`config.mk`:
```
export PLATFORM = sky130hd
export DESIGN_NAME = sysctl_regfile
export DESIGN_NICKNAME = d
export VERILOG_FILES = /design/src/rtl/sysctl_pkg.sv /design/src/rtl/sysctl_decode.sv /design/src/rtl/sysctl_store.sv /design/src/rtl/sysctl_rdmux.sv /design/src/rtl/sysctl_regfile.sv
export SDC_FILE = /design/constraint.sdc
export NUM_CORES = 1
export LEC_CHECK = 0
export CAP_MARGIN = 0
export CORE_MARGIN = 2
export CORE_UTILIZATION = 40
export CTS_CLUSTER_SIZE = 14
export DETAILED_ROUTE_END_ITERATION = 10
export MAX_ROUTING_LAYER = met4
export PLACE_DENSITY_LB_ADDON = 0.08
export SYNTH_ARGS = -nofsm -noshare
export SYNTH_HDL_FRONTEND = slang
export SYNTH_SLANG_ARGS = --single-unit
```
`constraint.sdc`:
```
create_clock -name clk -period 2 [get_ports clk]
set_input_delay 0.2 -clock clk [delete_from_list [all_inputs] [get_ports clk]]
set_output_delay 0.2 -clock clk [all_outputs]
set_load 0.01 [all_outputs]
```
`src/rtl/sysctl_pkg.sv`:
```
package sysctl_pkg;

   // Fixed port numbers of the register file
   localparam logic [15:0] PORT_RSTCTL = 16'h0092;
   localparam logic [15:0] PORT_ID_CPU = 16'h0800;
   localparam logic [15:0] PORT_ID_FEA = 16'h0802;
   localparam logic [15:0] PORT_ID_STA = 16'h0803;
   localparam logic [15:0] PORT_LED    = 16'h0808;
   localparam logic [15:0] PORT_ID_EQP = 16'h080C;
   localparam logic [15:0] PORT_LOCK_A = 16'h0810;
   localparam logic [15:0] PORT_LOCK_B = 16'h0812;
   localparam logic [15:0] PORT_INERT  = 16'h0814;
   localparam logic [15:0] PORT_ID_KEY = 16'h0818;
   localparam logic [15:0] PORT_CTL    = 16'h081C;
   localparam logic [15:0] PORT_ID_CCH = 16'h0823;
   localparam logic [15:0] PORT_MAP    = 16'h0850;

   // Write-side decode: one flag per write function
   typedef struct packed {
      logic rstctl;
      logic inert;
      logic led;
      logic lock_a;
      logic lock_b;
      logic ctl;
      logic map;
   } wsel_t;

   // Read-side source selection
   typedef enum logic [2:0] {
      RK_CONST = 3'd0,
      RK_CTL   = 3'd1,
      RK_MAP   = 3'd2,
      RK_SCR   = 3'd3,
      RK_NONE  = 3'd4
   } rkind_t;

endpackage

```
`src/rtl/sysctl_decode.sv`:
```
module sysctl_decode
   import sysctl_pkg::*;
#(
   parameter int          ADDR_W   = 16,
   parameter int          SCR_N    = 2,
   parameter logic [15:0] SCR_BASE = 16'h0398,
   localparam int         IDX_W    = $clog2(SCR_N)
) (
   input  logic [ADDR_W-1:0] addr,
   output wsel_t             wsel,
   output logic [SCR_N-1:0]  scr_oh,
   output logic [IDX_W-1:0]  scr_idx,
   output rkind_t            rkind,
   output logic [7:0]        const_val
);

   // scratch port match, one comparator per byte
   for (genvar g = 0; g < SCR_N; g++) begin : g_scr
      assign scr_oh[g] = (addr == ADDR_W'(SCR_BASE + 16'(g)));
   end

   always_comb begin
      scr_idx = '0;
      for (int i = 0; i < SCR_N; i++) begin
         if (scr_oh[i]) scr_idx = IDX_W'(i);
      end
   end

   // write functions
   always_comb begin
      wsel        = '0;
      wsel.rstctl = (addr == ADDR_W'(PORT_RSTCTL));
      wsel.inert  = (addr == ADDR_W'(PORT_ID_CPU)) ||
                    (addr == ADDR_W'(PORT_ID_FEA)) ||
                    (addr == ADDR_W'(PORT_ID_STA)) ||
                    (addr == ADDR_W'(PORT_INERT));
      wsel.led    = (addr == ADDR_W'(PORT_LED));
      wsel.lock_a = (addr == ADDR_W'(PORT_LOCK_A));
      wsel.lock_b = (addr == ADDR_W'(PORT_LOCK_B));
      wsel.ctl    = (addr == ADDR_W'(PORT_CTL));
      wsel.map    = (addr == ADDR_W'(PORT_MAP));
   end

   // read sources
   always_comb begin
      rkind     = RK_NONE;
      const_val = 8'h00;
      if      (addr == ADDR_W'(PORT_RSTCTL)) begin rkind = RK_CONST; const_val = 8'h00; end
      else if (addr == ADDR_W'(PORT_ID_CPU)) begin rkind = RK_CONST; const_val = 8'hEF; end
      else if (addr == ADDR_W'(PORT_ID_FEA)) begin rkind = RK_CONST; const_val = 8'hAD; end
      else if (addr == ADDR_W'(PORT_ID_STA)) begin rkind = RK_CONST; const_val = 8'hE0; end
      else if (addr == ADDR_W'(PORT_ID_EQP)) begin rkind = RK_CONST; const_val = 8'h3C; end
      else if (addr == ADDR_W'(PORT_LOCK_A)) begin rkind = RK_CONST; const_val = 8'h39; end
      else if (addr == ADDR_W'(PORT_ID_KEY)) begin rkind = RK_CONST; const_val = 8'h00; end
      else if (addr == ADDR_W'(PORT_ID_CCH)) begin rkind = RK_CONST; const_val = 8'h03; end
      else if (addr == ADDR_W'(PORT_CTL))    rkind = RK_CTL;
      else if (addr == ADDR_W'(PORT_MAP))    rkind = RK_MAP;
      else if (|scr_oh)                      rkind = RK_SCR;
   end

endmodule

```
`src/rtl/sysctl_store.sv`:
```
module sysctl_store
   import sysctl_pkg::*;
#(
   parameter int DATA_W = 8,
   parameter int SCR_N  = 2,
   parameter int CTL_W  = 4
) (
   input  logic                         clk,
   input  logic                         rst,
   input  logic                         wr_en,
   input  logic [DATA_W-1:0]            wdata,
   input  wsel_t                        wsel,
   input  logic [SCR_N-1:0]             scr_oh,
   output logic                         soft_q,
   output logic                         le_q,
   output logic                         led_q,
   output logic                         map_q,
   output logic [CTL_W-1:0]             ctl_q,
   output logic [SCR_N-1:0][DATA_W-1:0] scr_q,
   output logic                         lock_a_q,
   output logic                         lock_b_q,
   output logic                         err_q
);

   logic known;
   assign known = (|wsel) || (|scr_oh);

   always_ff @(posedge clk) begin
      if (rst) begin
         soft_q   <= 1'b0;
         le_q     <= 1'b0;
         led_q    <= 1'b0;
         map_q    <= 1'b0;
         ctl_q    <= '0;
         lock_a_q <= 1'b0;
         lock_b_q <= 1'b0;
         err_q    <= 1'b0;
      end else begin
         lock_a_q <= wr_en && wsel.lock_a;
         lock_b_q <= wr_en && wsel.lock_b;
         err_q    <= wr_en && !known;
         if (wr_en && wsel.rstctl) begin
            soft_q <= wdata[0];
            le_q   <= wdata[1];
         end
         if (wr_en && wsel.led) led_q <= wdata[0];
         if (wr_en && wsel.ctl) ctl_q <= wdata[CTL_W-1:0];
         if (wr_en && wsel.map) map_q <= wdata[0];
      end
   end

   for (genvar g = 0; g < SCR_N; g++) begin : g_scr
      always_ff @(posedge clk) begin
         if (rst)                     scr_q[g] <= '0;
         else if (wr_en && scr_oh[g]) scr_q[g] <= wdata;
      end
   end


   rstctl_follow_chk: assert property (@(posedge clk) disable iff (rst)
      !$past(rst) && $past(wr_en && wsel.rstctl) |->
         (soft_q == $past(wdata[0])) && (le_q == $past(wdata[1])));


   map_hold_chk: assert property (@(posedge clk) disable iff (rst)
      !$past(rst) && !$past(wr_en && wsel.map) |-> $stable(map_q));

endmodule

```
`src/rtl/sysctl_rdmux.sv`:
```
module sysctl_rdmux
   import sysctl_pkg::*;
#(
   parameter int DATA_W = 8,
   parameter int SCR_N  = 2,
   parameter int CTL_W  = 4,
   localparam int IDX_W = $clog2(SCR_N)
) (
   input  logic                         clk,
   input  logic                         rst,
   input  logic                         rd_en,
   input  rkind_t                       rkind,
   input  logic [7:0]                   const_val,
   input  logic [CTL_W-1:0]             ctl,
   input  logic                         map,
   input  logic [SCR_N-1:0][DATA_W-1:0] scr,
   input  logic [IDX_W-1:0]             scr_idx,
   output logic [DATA_W-1:0]            rdata_q,
   output logic                         rvalid_q
);

   logic [DATA_W-1:0] rnext;

   always_comb begin
      case (rkind)
         RK_CONST: rnext = DATA_W'(const_val);
         RK_CTL:   rnext = DATA_W'(ctl);
         RK_MAP:   rnext = DATA_W'(map);
         RK_SCR:   rnext = scr[scr_idx];
         default:  rnext = '1;
      endcase
   end

   always_ff @(posedge clk) begin
      if (rst) begin
         rdata_q  <= '0;
         rvalid_q <= 1'b0;
      end else begin
         rvalid_q <= rd_en;
         if (rd_en) rdata_q <= rnext;
      end
   end


   unmapped_ones_chk: assert property (@(posedge clk) disable iff (rst)
      !$past(rst) && $past(rd_en) && ($past(rkind) == RK_NONE) |-> (&rdata_q));

endmodule

```
`src/rtl/sysctl_regfile.sv`:
```
module sysctl_regfile
   import sysctl_pkg::*;
#(
   parameter int          ADDR_W   = 16,
   parameter int          DATA_W   = 8,
   parameter int          SCR_N    = 2,
   parameter int          CTL_W    = 4,
   parameter logic [15:0] SCR_BASE = 16'h0398
) (
   input  logic              clk,
   input  logic              rst,
   input  logic              rd_en,
   input  logic              wr_en,
   input  logic [ADDR_W-1:0] addr,
   input  logic [DATA_W-1:0] wdata,
   output logic [DATA_W-1:0] rdata,
   output logic              rvalid,
   output logic              wr_err,
   output logic              soft_reset,
   output logic              little_endian,
   output logic              io_map_sparse,
   output logic              disk_led,
   output logic              nv_lock_a,
   output logic              nv_lock_b
);

   localparam int IDX_W = $clog2(SCR_N);

   initial begin
      assert (ADDR_W >= 12) else $error("ADDR_W must cover the port map");
      assert (DATA_W >= 8)  else $error("DATA_W must hold a byte");
      assert (SCR_N >= 2)   else $error("SCR_N must be at least 2");
      assert (CTL_W >= 1 && CTL_W <= DATA_W) else $error("CTL_W out of range");
   end

   wsel_t                        wsel;
   logic [SCR_N-1:0]             scr_oh;
   logic [IDX_W-1:0]             scr_idx;
   rkind_t                       rkind;
   logic [7:0]                   const_val;
   logic [CTL_W-1:0]             ctl;
   logic [SCR_N-1:0][DATA_W-1:0] scr;

   sysctl_decode #(
      .ADDR_W(ADDR_W), .SCR_N(SCR_N), .SCR_BASE(SCR_BASE)
   ) u_decode (
      .addr(addr), .wsel(wsel), .scr_oh(scr_oh), .scr_idx(scr_idx),
      .rkind(rkind), .const_val(const_val)
   );

   sysctl_store #(
      .DATA_W(DATA_W), .SCR_N(SCR_N), .CTL_W(CTL_W)
   ) u_store (
      .clk(clk), .rst(rst), .wr_en(wr_en), .wdata(wdata), .wsel(wsel),
      .scr_oh(scr_oh), .soft_q(soft_reset), .le_q(little_endian),
      .led_q(disk_led), .map_q(io_map_sparse), .ctl_q(ctl), .scr_q(scr),
      .lock_a_q(nv_lock_a), .lock_b_q(nv_lock_b), .err_q(wr_err)
   );

   sysctl_rdmux #(
      .DATA_W(DATA_W), .SCR_N(SCR_N), .CTL_W(CTL_W)
   ) u_rdmux (
      .clk(clk), .rst(rst), .rd_en(rd_en), .rkind(rkind),
      .const_val(const_val), .ctl(ctl), .map(io_map_sparse), .scr(scr),
      .scr_idx(scr_idx), .rdata_q(rdata), .rvalid_q(rvalid)
   );


   lock_a_src_chk: assert property (@(posedge clk) disable iff (rst)
      nv_lock_a |-> $past(wr_en) && ($past(addr) == ADDR_W'(PORT_LOCK_A)));


   lock_excl_chk: assert property (@(posedge clk) disable iff (rst)
      !(nv_lock_a && nv_lock_b));


   err_src_chk: assert property (@(posedge clk) disable iff (rst)
      wr_err |-> $past(wr_en));


   rvalid_src_chk: assert property (@(posedge clk) disable iff (rst)
      rvalid |-> $past(rd_en));


   rvalid_follow_chk: assert property (@(posedge clk) disable iff (rst)
      rd_en |=> rvalid);


   ctl_upper_zero_chk: assert property (@(posedge clk) disable iff (rst)
      rvalid && ($past(addr) == ADDR_W'(PORT_CTL)) |-> (rdata[DATA_W-1:CTL_W] == '0));

endmodule

```
Word-level counts from Yosys, hierarchy flattened
Cells that the tools add are included.
{ "totals": {"regBits": 36, "in_bits": 28, "output_inout_bits": 16, "wordCells": 71} }
{ "classes": {"n_lt_le_gt_ge": 1, "n_eq_ne": 18, "muxes": 23, "n_reduce_logical": 17} }
{ "ops": {"columns": ["op", "count"], "rows": [
  ["$eq 16x12->1 const B", 12],
  ["$mux 8", 9],
  ["$mux 3", 11],
  ["$eq 16x10->1 const B", 2],
  ["$pmux 8 s4", 1],
  ["$eq 16x8->1 const B", 1],
  ["$logic_and 1x1->1", 9],
  ["$reduce_or 7->1", 1],
  ["$eq 3x2->1 const B", 2],
  ["$logic_or 1x1->1", 4],
  ["$eq 3x1->1 const B", 1],
  ["$logic_not 3->1", 1],
  ["$lt 1x2->1 const B", 1],
  ["$mux 2", 1],
  ["$reduce_or 2->1", 1],
  ["$logic_not 1->1", 1],
  ["$mux 1", 1]
]} }

Depth between registers and ports, before layout
Gate-level depths: netlist of run 1.
{ "depth": {"word_depth": 15, "ltp_mapped": 8, "mapped_depth_nobuf": 5} }

Hierarchy
Synthesis of run 1 repeated with hierarchy kept, for this count alone.
{ "unflattened": {"hier_cells": 252, "hier_area_um2": 2346.0} }
{ "by_module_without_submodules": {"columns": ["mod", "n_inst", "cells_per_inst", "area_each_um2", "seq_area_each_um2"], "rows": [
  ["sysctl_store", 1, 119, 1277.5, 540.5],
  ["sysctl_rdmux", 1, 59, 578.1, 180.2],
  ["sysctl_decode", 1, 74, 490.5, 0.0]
]} }

Least setup slack after synthesis of run 1
No wires, ideal clock.
{ "synth_timing": {"kind": "input to register", "startpoint": "input port addr[6]", "endpoint": "register u_rdmux.rdata_q[0]", "setup_time_ns": 0.137, "arrival_time_ns": 1.470, "t_required_ns": 1.863, "path_slack_ns": 0.393, "cell_stages": 6, "path_buffers": 1, "path_cell_list": "buf_2 or4_1 o32a_1 a31oi_1 o21a_2 a211oi_1"} }
{ "synth_via": {"elab_chain_cells": 15, "elab_cells_between_ends": 40, "cone_classes": "15 x eq/ne; 23 x mux; 2 x reduce/logical"} }
{ "synth_rtl": {"columns": ["item", "line_no", "source"], "rows": [
  ["from (decl)", "sysctl_regfile.sv:14", "input logic [ADDR_W-1:0] addr,"],
  ["$eq 16x10->1", "sysctl_decode.sv:19", "assign scr_oh[g] = (addr == ADDR_W'(SCR_BASE + 16'(g)));"],
  ["$reduce_or 2->1", "sysctl_decode.sv:58", "else if (|scr_oh) rkind = RK_SCR;"],
  ["$mux 3", "sysctl_decode.sv:58", null],
  ["$mux 3", "sysctl_decode.sv:57", "else if (addr == ADDR_W'(PORT_MAP)) rkind = RK_MAP;"],
  ["$mux 3", "sysctl_decode.sv:56", "else if (addr == ADDR_W'(PORT_CTL)) rkind = RK_CTL;"],
  ["$mux 3", "sysctl_decode.sv:55", "else if (addr == ADDR_W'(PORT_ID_CCH)) begin rkind = RK_CONST; const_val = 8'h03; end"],
  ["$mux 3", "sysctl_decode.sv:54", "else if (addr == ADDR_W'(PORT_ID_KEY)) begin rkind = RK_CONST; const_val = 8'h00; end"],
  ["$mux 3", "sysctl_decode.sv:53", "else if (addr == ADDR_W'(PORT_LOCK_A)) begin rkind = RK_CONST; const_val = 8'h39; end"],
  ["$mux 3", "sysctl_decode.sv:52", "else if (addr == ADDR_W'(PORT_ID_EQP)) begin rkind = RK_CONST; const_val = 8'h3C; end"],
  ["$mux 3", "sysctl_decode.sv:51", "else if (addr == ADDR_W'(PORT_ID_STA)) begin rkind = RK_CONST; const_val = 8'hE0; end"],
  ["$mux 3", "sysctl_decode.sv:50", "else if (addr == ADDR_W'(PORT_ID_FEA)) begin rkind = RK_CONST; const_val = 8'hAD; end"],
  ["$mux 3", "sysctl_decode.sv:49", "else if (addr == ADDR_W'(PORT_ID_CPU)) begin rkind = RK_CONST; const_val = 8'hEF; end"],
  ["$mux 3", "sysctl_decode.sv:48", "if (addr == ADDR_W'(PORT_RSTCTL)) begin rkind = RK_CONST; const_val = 8'h00; end"],
  ["$eq 3x2->1 (tied with other cells)", "sysctl_rdmux.sv:25", "case (rkind)"],
  ["$pmux 8 s4 (*)", "sysctl_rdmux.sv:25", null],
  ["to (signal assigned)", "sysctl_rdmux.sv:40", "if (rd_en) rdata_q <= rnext;"],
  ["to (decl)", "sysctl_rdmux.sv:18", "output logic [DATA_W-1:0] rdata_q,"]
]} }
Every way passes the cells marked *; elsewhere a longest branch is shown, timed or not. The select of a mux whose other input is x is not followed.
A chain may end at the register's enable or synchronous reset.

Worst setup path after layout of run 1
{ "layout_timing": {"startpoint": "input port addr[2]", "endpoint": "register u_rdmux.rdata_q[3]"} }
Same word-level chain as after synthesis.

==> summary.md, run 1 <==
| Metric | Value |
|---|---|
| Outcome | `complete, no violations` |
| Worst slew margin | `70.62%` |
| RSZ-0062 raised after global routing | `yes` |
| Hold Buf Count CTS | `0` |
| Peak VDD IR | `roughly 320 uV` |
| Worst Tran Pin Value | `roughly 0.44 ns` |
| Synth area leader | `dfxtp_1` |
| Nets | `between 300 and 400` |
| MaxCap Viol Count | `0` |
| Metal-1 WL | `about 2600 um` |
| Seq/Total Area, Yosys | `37.11%` |
| Power per cell area | `534.7 nW/um2` |
| Yosys reg bits | `36` |
| Post-Synth Adder-Cell Area | `less than 1%` |
| Post-DP HPWL | `about 4200 um` |
| Req. time, crit path | `around 2.2 ns` |
| Largest regs | `u_store.scr_q: 16 flops, u_rdmux.rdata_q: 8 flops, u_store.ctl_q: 4 flops` |
| Critical Path AT | `about 2.1 ns` |
| Largest register FFs | `16` |
| CP cell instances | `clkdlybuf4s50_1, buf_4, nor4bb_1, and4_2, buf_4, a22oi_1, a31oi_1` |
| Yosys warns | `0` |
| Met3 wire length | `around 280 um` |
| Vias in the first global route | `1788` |
| DRC viols | `0` |
| Die extent in x | `~74 um` |
| DR iter-0 viols | `between 200 and 250` |
| Global-route wire length before repair | `between 9000 and 10000 um` |
| Total global routing overflow | `0` |
| # setup viols final | `0` |
| FMAX | `around 0.52 GHz` |
| Mux share of post-synthesis cell area | `14.95%` |
| Dpl ws | `-0.2551 ns` |
| CP Max Fanout | `6` |
| Hold_ws | `between 0.4 and 0.5 ns` |
| Die height | `between 70 and 80 um` |
| Post-DP Area | `about 2700 um2` |
| Min Tclk post-route | `roughly 1.9 ns` |
| Top reg by flops | `u_store.scr_q` |
| Number of I/O port buffers | `43` |
| Post-CTS sizing | `0` |
| Post-synth ARST share | `0%` |
| N_diodes | `0` |
| Largest net degree at the start of global routing | `35` |
| DR vias/cell | `between 5 and 6` |
| Placed Cells | `roughly 340` |
| Largest family of logic cells by synthesized area | `simple AND/OR/NAND/NOR gates` |
| Worst-skew pair later-pin latency | `approximately 0.29 ns` |
| GRT Total Usage | `22.77%` |
| Critical Path End Type | `flop` |
| CP max stage delay | `approximately 0.61 ns` |
| CP Class | `in2reg` |
| Core Area | `around 4700 um2` |
| Xor and xnor area share after synthesis | `0%` |
| Synthesized cell area | `between 1500 and 2000 um2` |
| Cells after synthesis | `between 200 and 250` |
| Gpl congestion | `between 0.8 and 0.9` |
| Clock transition at the registers of the reported paths | `approximately 0.08 ns` |
| Vias | `between 1.5k and 2k` |
| Final Power | `~1.5 mW` |
| Delay-heaviest family, CP | `buffers and inverters` |
| Final hold vios | `0` |
| Synth top area share | `about 37%` |
| Fin Clk Skew | `between 0.004 and 0.005 ns` |
| Final worst slack | `0.09181 ns` |
| Synth Area in Compound Gates | `between 10% and 20%` |
| DR top layer | `met4` |
| Most frequent CP cell | `buf_4` |
| Initial Util | `41.39%` |
| # clock sinks | `36` |
| Leading post-synthesis cells by cell area | `dfxtp_1, mux2i_1, nor2_1` |
| Bufs and invs on worst path | `3` |
| CTS Buffer Depth | `2` |
| P&R area growth vs syn | `44.72%` |
| CTS tree | `built` |
| Final period util | `95.41%` |
| Final non-filler cell area | `around 2800 um2` |
| Router iterations before antenna repair | `4` |
| Boundary Pins | `44` |
| Worst setup SP type | `primary input` |
| Syn nets | `roughly 240` |
| Ys flop type | `dfxtp_1` |
| Synthesized area per cell | `9.117 um2` |
| Die area | `5428 um2` |
| Synth unique cells | `between 50 and 60` |
| Initial antenna violation count | `0` |
| Leak | `between 1 and 1.5 nW` |
| Post-synth EDFFs | `0` |
| Average wire per standard cell | `16.09 um` |
| Met2 Wirelength | `roughly 2600 um` |
| TritonCTS buffer count | `5` |
| Fin. max-slew vios | `0` |
| Hold crit path type | `in2reg` |
| Layout cell share with drive strength beyond 1 | `about a quarter` |
| Synth Area in Simple Gates | `around 29%` |
| WL final | `between 5000 and 6000 um` |
| Slowest cell on crit path | `clkdlybuf4s50_1` |
| H-tree level count | `2` |
| Post-route ant nets | `0` |
| Post-Layout Cell Count | `between 300 and 400` |
| Post-CTS setup buffers | `0` |
| Root buffer cell | `clkbuf_8` |
| # rows | `25` |
## final timing paths
| kind | from | endpoint | slack, ns | cells after the start |
|---|---|---|---|---|
| worst min-delay path | addr[1] | u_store.lock_a_q | 0.44 | 3 |
| worst max register to register | u_store.map_q | u_rdmux.rdata_q[0] | 0.69 | 4 |
| worst max-delay path | addr[2] | u_rdmux.rdata_q[3] | 0.09 | 7 |
| worst min register to register | u_store.ctl_q[1] | u_store.ctl_q[1] | 0.47 | 2 |
## area by class of cell
type	instances	area (um2)
fillers	453	1882
multi-input cells	159	1174
repair buffers	86	755.7
flip-flops and latches	36	720.7
clock buffers	7	76.32
well taps	54	67.56
clock inverters	1	8.758
inverters	2	7.507
## report_power, final
part | switching [mW] | internal, mW | leakage (nW)
clock network | 0.276 | 0.249 | 0.0424
logic | 0.106 | 0.136 | 0.877
registers | 0.00666 | 0.730 | 0.293
## worst reg2reg max path, cell delays in order, from the launching register on
cell and delay, ns:
dfxtp_1 0.35, nor4_2 0.38, a2111oi_4 0.10, a221oi_2 0.25, a211oi_1 0.11
## layer usage
layer / vias up / track usage, %
met5: - / -
met4: 0 / 6.061
met3: 5 / 4.115
met2: 48 / 35.42
met1: 870 / 30.48
li1: 950 / -
## cells by family after synthesis
logic type / Yosys count
AND/OR/NAND/NOR: 94
AO/OA/AOI/OAI: 36
flip-flops: 36
multiplexers: 28
buffers and inverters: 18
adder cells (fa/ha/maj): 1
## per-stage QoR
stage	utilization, %	setup TNS [ns]
2_1_floorplan	-	0
3_3_place_gp	57.15	-3.227
3_5_place_dp	57.15	-3.944
4_1_cts	58.96	0
5_1_grt	59.89	-0.03534
6_report	59.89	0
## cell usage after synthesis, drive strengths merged, types with 3 or more instances
master,n
nand3,7
a211oi,5
mux2i,20
a31oi,4
dfxtp,36
nand4,3
a22oi,5
o21bai,4
nor2,33
a21oi,6
nor4b,6
mux2,8
buf,10
clkbuf,6
nor4,7
nor4bb,3
nand2,12
nor3,3
## placed cells by master, fill, tap and decap left out, types with 2 or more instances in the layout
master	synthesis	layout
nor4bb_1	3	2
a211oi_1	3	3
mux2i_1	20	20
and3_1	2	2
buf_4	4	43
mux2_2	8	8
nor4b_1	3	3
a211oi_2	2	2
o21bai_1	4	4
nor4b_2	3	3
nand3_1	6	6
and2_1	2	2
nor2_1	33	33
nor4_1	6	5
a22oi_1	5	5
clkbuf_8	0	5
nand2_1	12	12
inv_1	2	2
nor3_1	3	3
clkdlybuf4s50_1	0	42
and4b_1	2	2
or2b_1	2	2
dfxtp_1	36	36
nand4_1	2	2
a31oi_1	4	4
nor2b_1	2	2
clkbuf_1	6	2
nor4_2	1	2
a21oi_1	6	6
Power figures use the tool's default switching activity.
==> inputs of run 2 (changes only) <==
Settings changed: REMOVE_ABC_BUFFERS from default to 1.
==> summary.md, run 2 (synthesized netlist as in run 1, its figures left out) <==
| Metric | Value |
|---|---|
| RSZ-0062 raised after global routing | `no` |
| P&R area growth vs syn | `45.04%` |
| Number of I/O port buffers | `43 (unchanged)` |
| DRC viols | `0 (unchanged)` |
| Met1 Use GR | `31.40% (+0.91 points)` |
| # setup viols final | `0 (unchanged)` |
| Total global routing overflow | `0 (unchanged)` |
| CTS tree | `built` |
| Largest regs | `u_store.scr_q: 16 flops, u_rdmux.rdata_q: 8 flops, u_store.ctl_q: 4 flops` |
| Most common cell after layout, fill and taps aside | `clkdlybuf4s50_1` |
| Final worst slack | `0.05980 ns (-0.03201 ns)` |
| Post-CTS setup buffers | `0 (unchanged)` |
| Vias in the first global route | `1825 (+2.1%)` |
| WL final | `5391 um (-2.9%)` |
| Commonest non-fill, non-tap cells in the layout | `clkdlybuf4s50_1, buf_4, dfxtp_1` |
| Post-route ant nets | `0 (unchanged)` |
| FMAX | `0.5154 GHz (-1.6%)` |
| Post-Layout Cell Count | `345 (unchanged)` |
| N_diodes | `0 (unchanged)` |
| Reg2Reg Setup Slack | `0.60 ns (-0.09 ns)` |
| Met3 usage in global routing | `4.390% (+0.27 points)` |
| Global-route wire length before repair | `8887 um (-2.0%)` |
| Fin Clk Skew | `0.004205 ns (+0.00003597 ns)` |
| Fin. max-slew vios | `0 (unchanged)` |
| Top reg by flops | `u_store.scr_q` |
| TritonCTS buffer count | `5 (unchanged)` |
| GRT busiest layer | `met1` |
| Critical Path AT | `2.10 ns (-0.04 ns)` |
| Largest register FFs | `16 (unchanged)` |
| Hold_ws | `0.4737 ns (+0.03712 ns)` |
| Worst setup SP type | `primary input` |
| DR iter-0 viols | `96 (-52%)` |
| Die area | `5428 um2 (unchanged)` |
| Hold path start | `u_store.ctl_q[1]` |
| Average wire per standard cell | `15.63 um (-2.9%)` |
| DR vias/cell | `5.536 (+2.0%)` |
| Placed Cells | `338 (+0.30%)` |
| Final hold vios | `0 (unchanged)` |
| MaxCap Viol Count | `0 (unchanged)` |
| Min Tclk post-route | `1.940 ns (+0.03201 ns)` |
| Initial Util | `41.39% (unchanged)` |
| CTS Buffer Depth | `2 (unchanged)` |
| Reg2reg path depth | `5 (+1)` |
| Die extent in x | `73.68 um (unchanged)` |
| Final period util | `97.01% (+1.6 points)` |
| Post-route setup TNS | `0 ns (unchanged)` |
| H-tree level count | `2 (unchanged)` |
| Clock transition at the registers of the reported paths | `0.07 ns (about the same)` |
| Core Area | `4692 um2 (unchanged)` |
| Dpl ws | `-0.1887 ns (+0.06636 ns)` |
| Root buffer cell | `clkbuf_8` |
| Worst slew margin | `67.29% (-3.3 points)` |
| GRT Total Usage | `22.34% (-0.43 points)` |
| R2r endpoint | `u_rdmux.rdata_q[0]` |
| CP Class | `in2reg` |
| Vias | `1910 (+2.0%)` |
| Post-DP HPWL | `4136 um (-1.8%)` |
| Nets | `319 (+0.31%)` |
| Boundary Pins | `44 (unchanged)` |
| Largest net degree at the start of global routing | `21 (-40%)` |
| Outcome | `complete, no violations` |
| Router iterations before antenna repair | `4 (unchanged)` |
| Hold crit path type | `reg2reg` |
| Critical Path End Type | `flop` |
| Peak VDD IR | `308.0 uV (-4.7%)` |
| Worst Tran Pin Value | `0.4906 ns (+0.05128 ns)` |
| Initial antenna violation count | `0 (unchanged)` |
| Leak | `1.212 nW (about the same)` |
| Global routing met2 resource utilization | `31.05% (-4.4 points)` |
| Gpl congestion | `0.9333 (+5.5%)` |
| Worst-skew pair later-pin latency | `0.29 ns (about the same)` |
| # clock sinks | `36 (unchanged)` |
| Hold Path Depth | `2 (-1)` |
| Hold Path End | `u_store.ctl_q[1]` |
| Req. time, crit path | `2.16 ns (-0.07 ns)` |
| CP Max Fanout | `4 (-2)` |
| Die height | `73.68 um (unchanged)` |
| RR Startpoint | `u_store.map_q` |
| Power per cell area | `543.7 nW/um2 (+1.7%)` |
| # rows | `25 (unchanged)` |
| Layout cell share with drive strength beyond 1 | `25.09% (+0.34 points)` |
[run 2: power by group]
part | switching, mW | internal (mW)
clock network | 0.248 | 0.307
logic | 0.105 | 0.136
registers | 0.00617 | 0.730
total | 0.359 | 1.17
[run 2: critical path, stage by stage]
cell and delay (ns):
clkdlybuf4s50_1 0.51, nor4bb_1 0.31, buf_4 0.20, mux2_2 0.35, a222oi_1 0.40, a211oi_2 0.14
[run 2: area by class of cell]
cell class | count | area (um2)
Tap cell | 54 | 67.56
Clock buffer | 7 | 96.34
Sequential cell | 36 | 720.7
Multi-Input combinational cell | 159 | 1147
Fill cell | 452 | 1876
Inverter | 2 | 7.507
Timing Repair Buffer | 87 | 777.0
[run 2: through the flow]
step / util, % / area (um2) / power (mW)
after floorplan: - / 1861 / 0.8085
after global placement: 57.57 / 2701 / 0.9908
after detailed placement: 57.57 / 2701 / 0.9892
after CTS: 59.63 / 2798 / 1.543
after global routing: 60.03 / 2816 / 1.596
final: 60.03 / 2816 / 1.531
[run 2: routing by layer]
layer	vias to the layer above	share of wire [%]
met1	881	49
met4	0	2.8
met5	-	0
li1	944	-
met3	17	5.7
met2	68	43
[run 2: worst max path at each step]
stage	cells past startpoint	startpoint	end	slack, ns
floorplan	5	addr[3]	u_rdmux.rdata_q[7]	0.13
global placement	7	addr[3]	u_rdmux.rdata_q[3]	-0.21
detailed placement	7	addr[0]	u_rdmux.rdata_q[0]	-0.19
CTS	7	addr[0]	u_rdmux.rdata_q[3]	0.1
global route	7	addr[0]	u_rdmux.rdata_q[0]	0.006
finish	6	addr[3]	u_rdmux.rdata_q[2]	0.06
[run 2: repair_timing]
item / 4_1_cts / 5_1_grt
hold buffers: 0 / 0
endpoints found under the hold margin: 0 / 0
resized for setup: 0 / 4
endpoints found under the setup margin: 0 / 8
